<file path="src/rtl/memtap_pkg.sv">
`timescale 1ns/1ps
package memtap_pkg;

    typedef enum logic [3:0] {
        TLR, RTI,
        SEL_DR, CAP_DR, SH_DR, EX1_DR, PAU_DR, EX2_DR, UPD_DR,
        SEL_IR, CAP_IR, SH_IR, EX1_IR, PAU_IR, EX2_IR, UPD_IR
    } tap_state_e;

    localparam int IR_W = 3;
    localparam int ID_W = 32;

    typedef logic [IR_W-1:0] instr_t;

    localparam instr_t OP_EXTEST = 3'b000;
    localparam instr_t OP_IDCODE = 3'b001;
    localparam instr_t OP_SAMPLE = 3'b010;
    localparam instr_t OP_BYPASS = 3'b111;

    // value forced into the instruction shift stage on capture
    localparam instr_t IR_CAPTURE = instr_t'(2'b01);

    typedef enum logic [1:0] { SEL_BYP, SEL_ID, SEL_EXT } dr_sel_e;

    function automatic logic [ID_W-1:0] id_word(input bit wide);
        logic [4:0] wfield;
        logic [4:0] dfield;
        wfield = wide ? 5'b00100 : 5'b00011;
        dfield = wide ? 5'b00110 : 5'b00111;
        return {4'b0000, dfield, wfield, 6'b000000, 11'b00000001110, 1'b1};
    endfunction

endpackage

</file>
<file path="src/rtl/memtap_fsm.sv">
`timescale 1ns/1ps
module memtap_fsm
    import memtap_pkg::*;
(
    input  logic       tck,
    input  logic       trst_n,
    input  logic       tms,
    output tap_state_e state,
    output tap_state_e state_nx
);

    always_ff @(posedge tck or negedge trst_n) begin
        if (!trst_n) state <= TLR;
        else         state <= state_nx;
    end

    always_comb begin
        state_nx = state;
        unique case (state)
            TLR:    state_nx = tms ? TLR    : RTI;
            RTI:    state_nx = tms ? SEL_DR : RTI;
            SEL_DR: state_nx = tms ? SEL_IR : CAP_DR;
            CAP_DR: state_nx = tms ? EX1_DR : SH_DR;
            SH_DR:  state_nx = tms ? EX1_DR : SH_DR;
            EX1_DR: state_nx = tms ? UPD_DR : PAU_DR;
            PAU_DR: state_nx = tms ? EX2_DR : PAU_DR;
            EX2_DR: state_nx = tms ? UPD_DR : SH_DR;
            UPD_DR: state_nx = tms ? SEL_DR : RTI;
            SEL_IR: state_nx = tms ? TLR    : CAP_IR;
            CAP_IR: state_nx = tms ? EX1_IR : SH_IR;
            SH_IR:  state_nx = tms ? EX1_IR : SH_IR;
            EX1_IR: state_nx = tms ? UPD_IR : PAU_IR;
            PAU_IR: state_nx = tms ? EX2_IR : PAU_IR;
            EX2_IR: state_nx = tms ? UPD_IR : SH_IR;
            UPD_IR: state_nx = tms ? SEL_DR : RTI;
        endcase
    end

endmodule

</file>
<file path="src/rtl/memtap_ir.sv">
`timescale 1ns/1ps
module memtap_ir
    import memtap_pkg::*;
(
    input  logic       tck,
    input  logic       trst_n,
    input  tap_state_e state,
    input  tap_state_e state_nx,
    input  logic       tdi,
    output instr_t     ir_q,
    output logic       ir_lsb
);

    instr_t ir_sh;

    // shift stage: capture fixed pattern, shift toward tdo
    always_ff @(posedge tck or negedge trst_n) begin
        if (!trst_n) begin
            ir_sh <= IR_CAPTURE;
        end else if (state == CAP_IR) begin
            ir_sh <= IR_CAPTURE;
        end else if (state == SH_IR) begin
            ir_sh <= {tdi, ir_sh[IR_W-1:1]};
        end
    end

    // parallel stage: IDCODE on any entry to reset, new code on update
    always_ff @(posedge tck or negedge trst_n) begin
        if (!trst_n) begin
            ir_q <= OP_IDCODE;
        end else if (state_nx == TLR) begin
            ir_q <= OP_IDCODE;
        end else if (state == UPD_IR) begin
            ir_q <= ir_sh;
        end
    end

    assign ir_lsb = ir_sh[0];

endmodule

</file>
<file path="src/rtl/memtap_dr.sv">
`timescale 1ns/1ps
module memtap_dr
    import memtap_pkg::*;
#(
    parameter bit WIDE_ORG = 1'b1
) (
    input  logic       tck,
    input  logic       trst_n,
    input  tap_state_e state,
    input  instr_t     ir_q,
    input  logic       tdi,
    input  logic       ext_tdo,
    output logic       dr_lsb,
    output logic       ext_sel
);

    localparam logic [ID_W-1:0] ID_VALUE = id_word(WIDE_ORG);

    dr_sel_e         sel;
    logic            byp_q;
    logic [ID_W-1:0] id_sh;

    always_comb begin
        unique case (ir_q)
            OP_IDCODE:            sel = SEL_ID;
            OP_EXTEST, OP_SAMPLE: sel = SEL_EXT;
            default:              sel = SEL_BYP;
        endcase
    end

    always_ff @(posedge tck or negedge trst_n) begin
        if (!trst_n) begin
            byp_q <= 1'b0;
        end else if (sel == SEL_BYP) begin
            if (state == CAP_DR)     byp_q <= 1'b0;
            else if (state == SH_DR) byp_q <= tdi;
        end
    end

    always_ff @(posedge tck or negedge trst_n) begin
        if (!trst_n) begin
            id_sh <= '0;
        end else if (sel == SEL_ID) begin
            if (state == CAP_DR)     id_sh <= ID_VALUE;
            else if (state == SH_DR) id_sh <= {tdi, id_sh[ID_W-1:1]};
        end
    end

    always_comb begin
        unique case (sel)
            SEL_ID:  dr_lsb = id_sh[0];
            SEL_EXT: dr_lsb = ext_tdo;
            default: dr_lsb = byp_q;
        endcase
    end

    assign ext_sel = (sel == SEL_EXT);

endmodule

</file>
<file path="src/rtl/memtap_top.sv">
`timescale 1ns/1ps
module memtap_top
    import memtap_pkg::*;
#(
    parameter bit WIDE_ORG = 1'b1
) (
    input  logic tck,
    input  logic trst_n,
    input  logic tms,
    input  logic tdi,
    input  logic ext_tdo,
    output logic tdo,
    output logic tdo_en,
    output logic ext_sel,
    output logic ext_capture,
    output logic ext_shift,
    output logic ext_update
);

    tap_state_e state;
    tap_state_e state_nx;
    instr_t     ir_q;
    logic       ir_lsb;
    logic       dr_lsb;

    memtap_fsm u_fsm (
        .tck      (tck),
        .trst_n   (trst_n),
        .tms      (tms),
        .state    (state),
        .state_nx (state_nx)
    );

    memtap_ir u_ir (
        .tck      (tck),
        .trst_n   (trst_n),
        .state    (state),
        .state_nx (state_nx),
        .tdi      (tdi),
        .ir_q     (ir_q),
        .ir_lsb   (ir_lsb)
    );

    memtap_dr #(.WIDE_ORG(WIDE_ORG)) u_dr (
        .tck     (tck),
        .trst_n  (trst_n),
        .state   (state),
        .ir_q    (ir_q),
        .tdi     (tdi),
        .ext_tdo (ext_tdo),
        .dr_lsb  (dr_lsb),
        .ext_sel (ext_sel)
    );

    // output retiming on the falling edge
    always_ff @(negedge tck or negedge trst_n) begin
        if (!trst_n) begin
            tdo    <= 1'b0;
            tdo_en <= 1'b0;
        end else begin
            tdo    <= (state == SH_IR) ? ir_lsb : dr_lsb;
            tdo_en <= (state == SH_IR) || (state == SH_DR);
        end
    end

    always_comb begin
        ext_capture = ext_sel && (state == CAP_DR);
        ext_shift   = ext_sel && (state == SH_DR);
        ext_update  = ext_sel && (state == UPD_DR);
    end

endmodule

</file>
<file path="config.mk">
export PLATFORM = sky130hd
export DESIGN_NAME = memtap_top
export DESIGN_NICKNAME = d
export VERILOG_FILES = /design/src/rtl/memtap_pkg.sv /design/src/rtl/memtap_fsm.sv /design/src/rtl/memtap_ir.sv /design/src/rtl/memtap_dr.sv /design/src/rtl/memtap_top.sv
export SDC_FILE = /design/constraint.sdc
export NUM_CORES = 1
export LEC_CHECK = 0
export ABC_AREA = 1
export ABC_CLOCK_PERIOD_IN_PS = 1600
export BUFFER_PORTS_ARGS = -buffer_cell sky130_fd_sc_hd__buf_2
export CORE_MARGIN = 2
export CORE_UTILIZATION = 60
export DETAILED_ROUTE_END_ITERATION = 8
export GPL_ROUTABILITY_DRIVEN = 1
export PLACE_DENSITY = 0.88
export SLEW_MARGIN = 5
export SYNTH_ARGS = -nofsm -noshare
export SYNTH_HDL_FRONTEND = slang
export SYNTH_SLANG_ARGS = --single-unit
</file>
<file path="constraint.sdc">
create_clock -name tck -period 1.6 [get_ports tck]
set_input_delay 0.08 -clock tck [delete_from_list [all_inputs] [get_ports tck]]
set_output_delay 0.08 -clock tck [all_outputs]
set_load 0.01 [all_outputs]
</file>
**After elaboration in Yosys (flattened, before gate mapping)**

Index checks and enable logic that the tools add are counted.
Widths: inputs -> output; s select.

- Output and inout port bits: 6
- Bits of input ports: 5
- Register bits: 45
- Word-level logic and storage cells: 67

- Eq/ne operators: 19
- Reduce and logical (&&, ||, !) cells: 17
- Multiplexer cells: 24

Operator list:

| cell | number |
|---|---|
| $mux 32 | 2 |
| $pmux 4 s12 | 1 |
| $eq 4x4->1 const B | 8 |
| $mux 3 | 6 |
| $eq 4x3->1 const B | 4 |
| $mux 4 | 4 |
| $eq 4x2->1 const B | 2 |
| $logic_not 4->1 | 2 |
| $mux 1 | 6 |
| $mux 2 | 3 |
| $reduce_bool 2->1 | 3 |
| $reduce_or 2->1 | 3 |
| $eq 4x1->1 const B | 1 |
| $pmux 2 s2 | 1 |
| $reduce_and 2->1 | 2 |
| $eq 3x1->1 const B | 1 |
| $eq 3x2->1 const B | 1 |
| $logic_and 1x1->1 | 3 |
| $logic_not 3->1 | 1 |
| $reduce_or 3->1 | 1 |
| $eq 2x1->1 const B | 1 |
| $eq 2x2->1 const B | 1 |
| $logic_not 2->1 | 1 |
| $pmux 1 s2 | 1 |
| $logic_or 1x1->1 | 1 |

**Longest topological paths before layout**

- Word-level depth: 6
- Depth in mapped cells: 11
- Gate-level depth less buffers: 10

**Modules after synthesis**

From an unflattened synthesis, not the netlist that was laid out.

- Cell total of the unflattened synthesis: 298
- Area total of the unflattened synthesis: 2332.2 um^2

By module, submodules not included:

| module | instances | cells each | area an instance (um^2) | sequential area each (um^2) |
|---|---|---|---|---|
| memtap_dr | 1 | 187 | 1572.8 | 825.8 |
| memtap_fsm | 1 | 55 | 335.3 | 100.1 |
| memtap_ir | 1 | 36 | 300.3 | 152.6 |
| memtap_top | 1 | 20 | 123.9 | 50.0 |

==> key figures <==
Synth
  – Syn Area/Cell: around 8.6 µm²
  – Mapped Cells: 260
  – Synth cell types: 25
  – Synth Net Count: 265
  – Synth Warn #: 0
  – Synth Area in Compound Gates: ~15%
  – Async S/R FF share, synth: 100%
  – Mapped Area: about 0.0022 mm²
  – Post-synthesis mux area share: 0%
  – Synth Area in Simple Gates: between 20% and 30%
  – Synth Flop Type: dfrtp_1
  – Synth top area share: 46.1%
  – Main combinational cell family by area after synthesis: simple AND/OR/NAND/NOR gates
  – Synth Area in XOR/XNOR: 0%
  – EDFF count, synth: 0
  – Leading area contributor after synthesis: dfrtp_1
  – Sequential fraction of the synthesis area: about half
  – Register bit total from synthesis: 45
  – Post-synthesis adder-cell area fraction: 0%
  – Top cells by area, synth: dfrtp_1 46%, nand2_1 16%, o21ai_2 10%

Critical path
  – R2R cell count: 7
  – Worst reg2reg startpoint: u_ir.ir_q[0]
  – WP data arrival: roughly 1.7 ns
  – CP Max Fanout: 2
  – Critical path class: reg -> reg
  – Crit end category: flop
  – Startpoint Class: flop
  – CP peak stage delay: 0.55 ns
  – R2r endpoint: tdo
  – R2R setup slack: -0.70 ns
  – Critical-path top delay cell: dfstp_2
  – Required @ worst endpoint: 0.95 ns
  – Critical Path, Cell by Cell: inv_2, nor3_4, nor2_2, nand2_1, a31oi_2, a21oi_2, inv_1

Route
  – Via Count: 2111
  – Routed wl met3: about 510 µm
  – DR WL/cell: roughly 18 µm
  – Metal-1 WL: 2410 µm
  – Total wire length: about 6500 µm
  – DR iter-0 viols: 321
  – DRC: 0
  – Final ANT Viol Nets: 0
  – Vias per Instance: about 6
  – Drt first pass iters: 7
  – Met2 routed WL: 3310 µm
  – Top layer reached by signal wires: met4

Power and ir drop
  – Cell area power density: 1940 mW/mm²
  – Leak: 1.47 nW
  – Overall Power: ~0.0057 W
  – Maximum vdd ir drop: about 0.0015 V

Min path
  – Worst hold stages: 3
  – HP Class: in -> reg
  – WHS Endpoint: u_ir.ir_sh[2]
  – Critical hold path startpoint: tdi

Floorplan
  – DIE HEIGHT: 64.9 µm
  – IO Pins: 11
  – Placeable Area: around 0.0036 mm²
  – Die footprint: between 0.004 and 0.005 mm²
  – Initial Util: 61.8%
  – Die Span X: roughly 65 µm
  – Cell Rows: 22

Status
  – Violated checks: negative setup slack
  – Status: finished, violations left

GRT
  – First-pass GRT wire length: between 8000 and 9000 µm
  – Initial antenna violation count: 0
  – Global-route usage over all layers: between 20% and 30%
  – Vias in the first global route: 1825
  – GRT overflow: 0
  – Largest net degree at the start of global routing: 34

Placed design
  – Global placement routability congestion: between 0.9 and 1
  – PortBufs: 10
  – Hpwl dp: about 3000 µm
  – Placed cells: between 300 and 400

Clocking
  – H-tree levels: 2
  – Clk buf depth: 2
  – Worst-path clk slew: 0.07 ns
  – Clk root buf: clkbuf_8
  – CTS Buf Count: 5
  – CTS tree: yes
  – TritonCTS Sinks: between 40 and 50
  – Skew-Pair Late Insertion Delay: about 0.31 ns

STA
  – TNS Setup: -2.05 ns
  – Slew @ Worst Pin: around 0.43 ns
  – Final setup viols: 32
  – Hold Vio Cnt, Final: 0
  – RSZ-0062 raised after global routing: true
  – Final worst slack: -0.697 ns
  – Clock skew: 0.00966 ns
  – Final Slew Violations: 0
  – Headroom to the max-slew limit: between 70% and 80%

Cells and area
  – ANT cells: 0
  – Fill count: 188
  – Layout cell share with drive strength beyond 1: around 43%
  – Commonest cells after routing, fill and taps aside: 80 x nand2_1, 41 x dfrtp_1, 27 x o21ai_2
  – Most common cell after layout, fill and taps aside: nand2_1
  – Area grow syn2layout: 32.0%
  – Fin nets: 313
  – Final cell count without fillers: between 300 and 400

Run
  – Max_cap viols: 0
metrics by stage:
stage / setup WS [ns] / cell area [µm²] / hold slack (ns) / util [%]
2_1_floorplan: -0.458 / 2260 / -0.216 / -
3_3_place_gp: -0.383 / 2470 / 0.109 / 68.5
3_5_place_dp: -0.445 / 2470 / 0.116 / 68.5
4_1_cts: -0.442 / 2670 / 0.0155 / 73.9
5_1_grt: -0.747 / 2940 / 0.0596 / 81.5
6_report: -0.697 / 2940 / 0.0483 / 81.5
critical path, delay by kind of cell (launching register included):
family	cells	cell delay, ns
AND/OR/NAND/NOR	3	0.45
buffers and inverters	2	0.12
flip-flops	1	0.55
AO/OA/AOI/OAI	2	0.23
metal layers:
layer | track usage (%) | vias to the layer above
li1 | - | 916
met1 | 34.3 | 1027
met2 | 42.7 | 139
met3 | 5.56 | 29
met4 | 12.0 | 0
met5 | 0 | -
worst max path at each step:
stage                     cells after the start  endpoint  slack [ns]         start
final                                         7       tdo       -0.70  u_ir.ir_q[0]
after global routing                          7       tdo       -0.75  u_ir.ir_q[0]
after CTS                                     7       tdo       -0.44  u_ir.ir_q[0]
after detailed placement                      7       tdo       -0.44  u_ir.ir_q[0]
after global placement                        7       tdo       -0.38  u_ir.ir_q[0]
after floorplan                               7       tdo       -0.46  u_ir.ir_q[0]
cell usage after synthesis, types with 2 or more instances:
cell type  count
buf_6          7
nand2_2        3
nand3_1        2
dfrtn_1        2
o21ai_2       26
buf_2          2
a21oi_1        4
inv_1         18
inv_2          2
nand2_4        3
dfrtp_1       41
nor2_2         5
nand2_1       95
o21ai_1        6
a31oi_1        2
nand3_2        3
dfstp_2        2
nor2_1        26
o21ai_0        5
state kept, by name, indices dropped and copies added (netlist names):
register	count
u_dr.id_sh	32
u_fsm.state	4
u_ir.ir_q	3
u_ir.ir_sh	3
tdo	1
tdo_en	1
u_dr.byp_q	1
final cells by class:
| class | instances | area, µm² | area share (%) |
|---|---|---|---|
| clock inverter | 1 | 8.76 | 0.298 |
| sequential | 45 | 1130 | 38.4 |
| tap | 48 | 60.1 | 2.04 |
| multi-input combinational | 186 | 1090 | 37.0 |
| clock buffer | 6 | 72.6 | 2.47 |
| inverter | 20 | 75.1 | 2.55 |
| timing repair buffer | 50 | 507 | 17.2 |
where the power goes:
part           total (W)  internal (W)  switching [W]
Combinational    0.00322       0.00145        0.00177
Sequential       0.00179       0.00153       0.000264
Clock           0.000688      0.000303       0.000385
cells by family (layout without fill, tap and decap cells):
kind of cell / count (synthesis) / after routing
DFF: 45 / 45
and+or+nand+nor: 140 / 141
buffers and inverters: 30 / 77
AOI/OAI and AO/OA: 45 / 45
what timing repair did:
item | in CTS | in global routing
gates cloned | 0 | 8
setup buffers | 11 | 4
hold endpoints to repair | 41 | 0
resized for setup | 7 | 36
hold buffers | 1 | 0
setup endpoints to repair | 8 | 26
pin swaps | 6 | 14
Note: power is estimated with default switching activity, not from simulation.
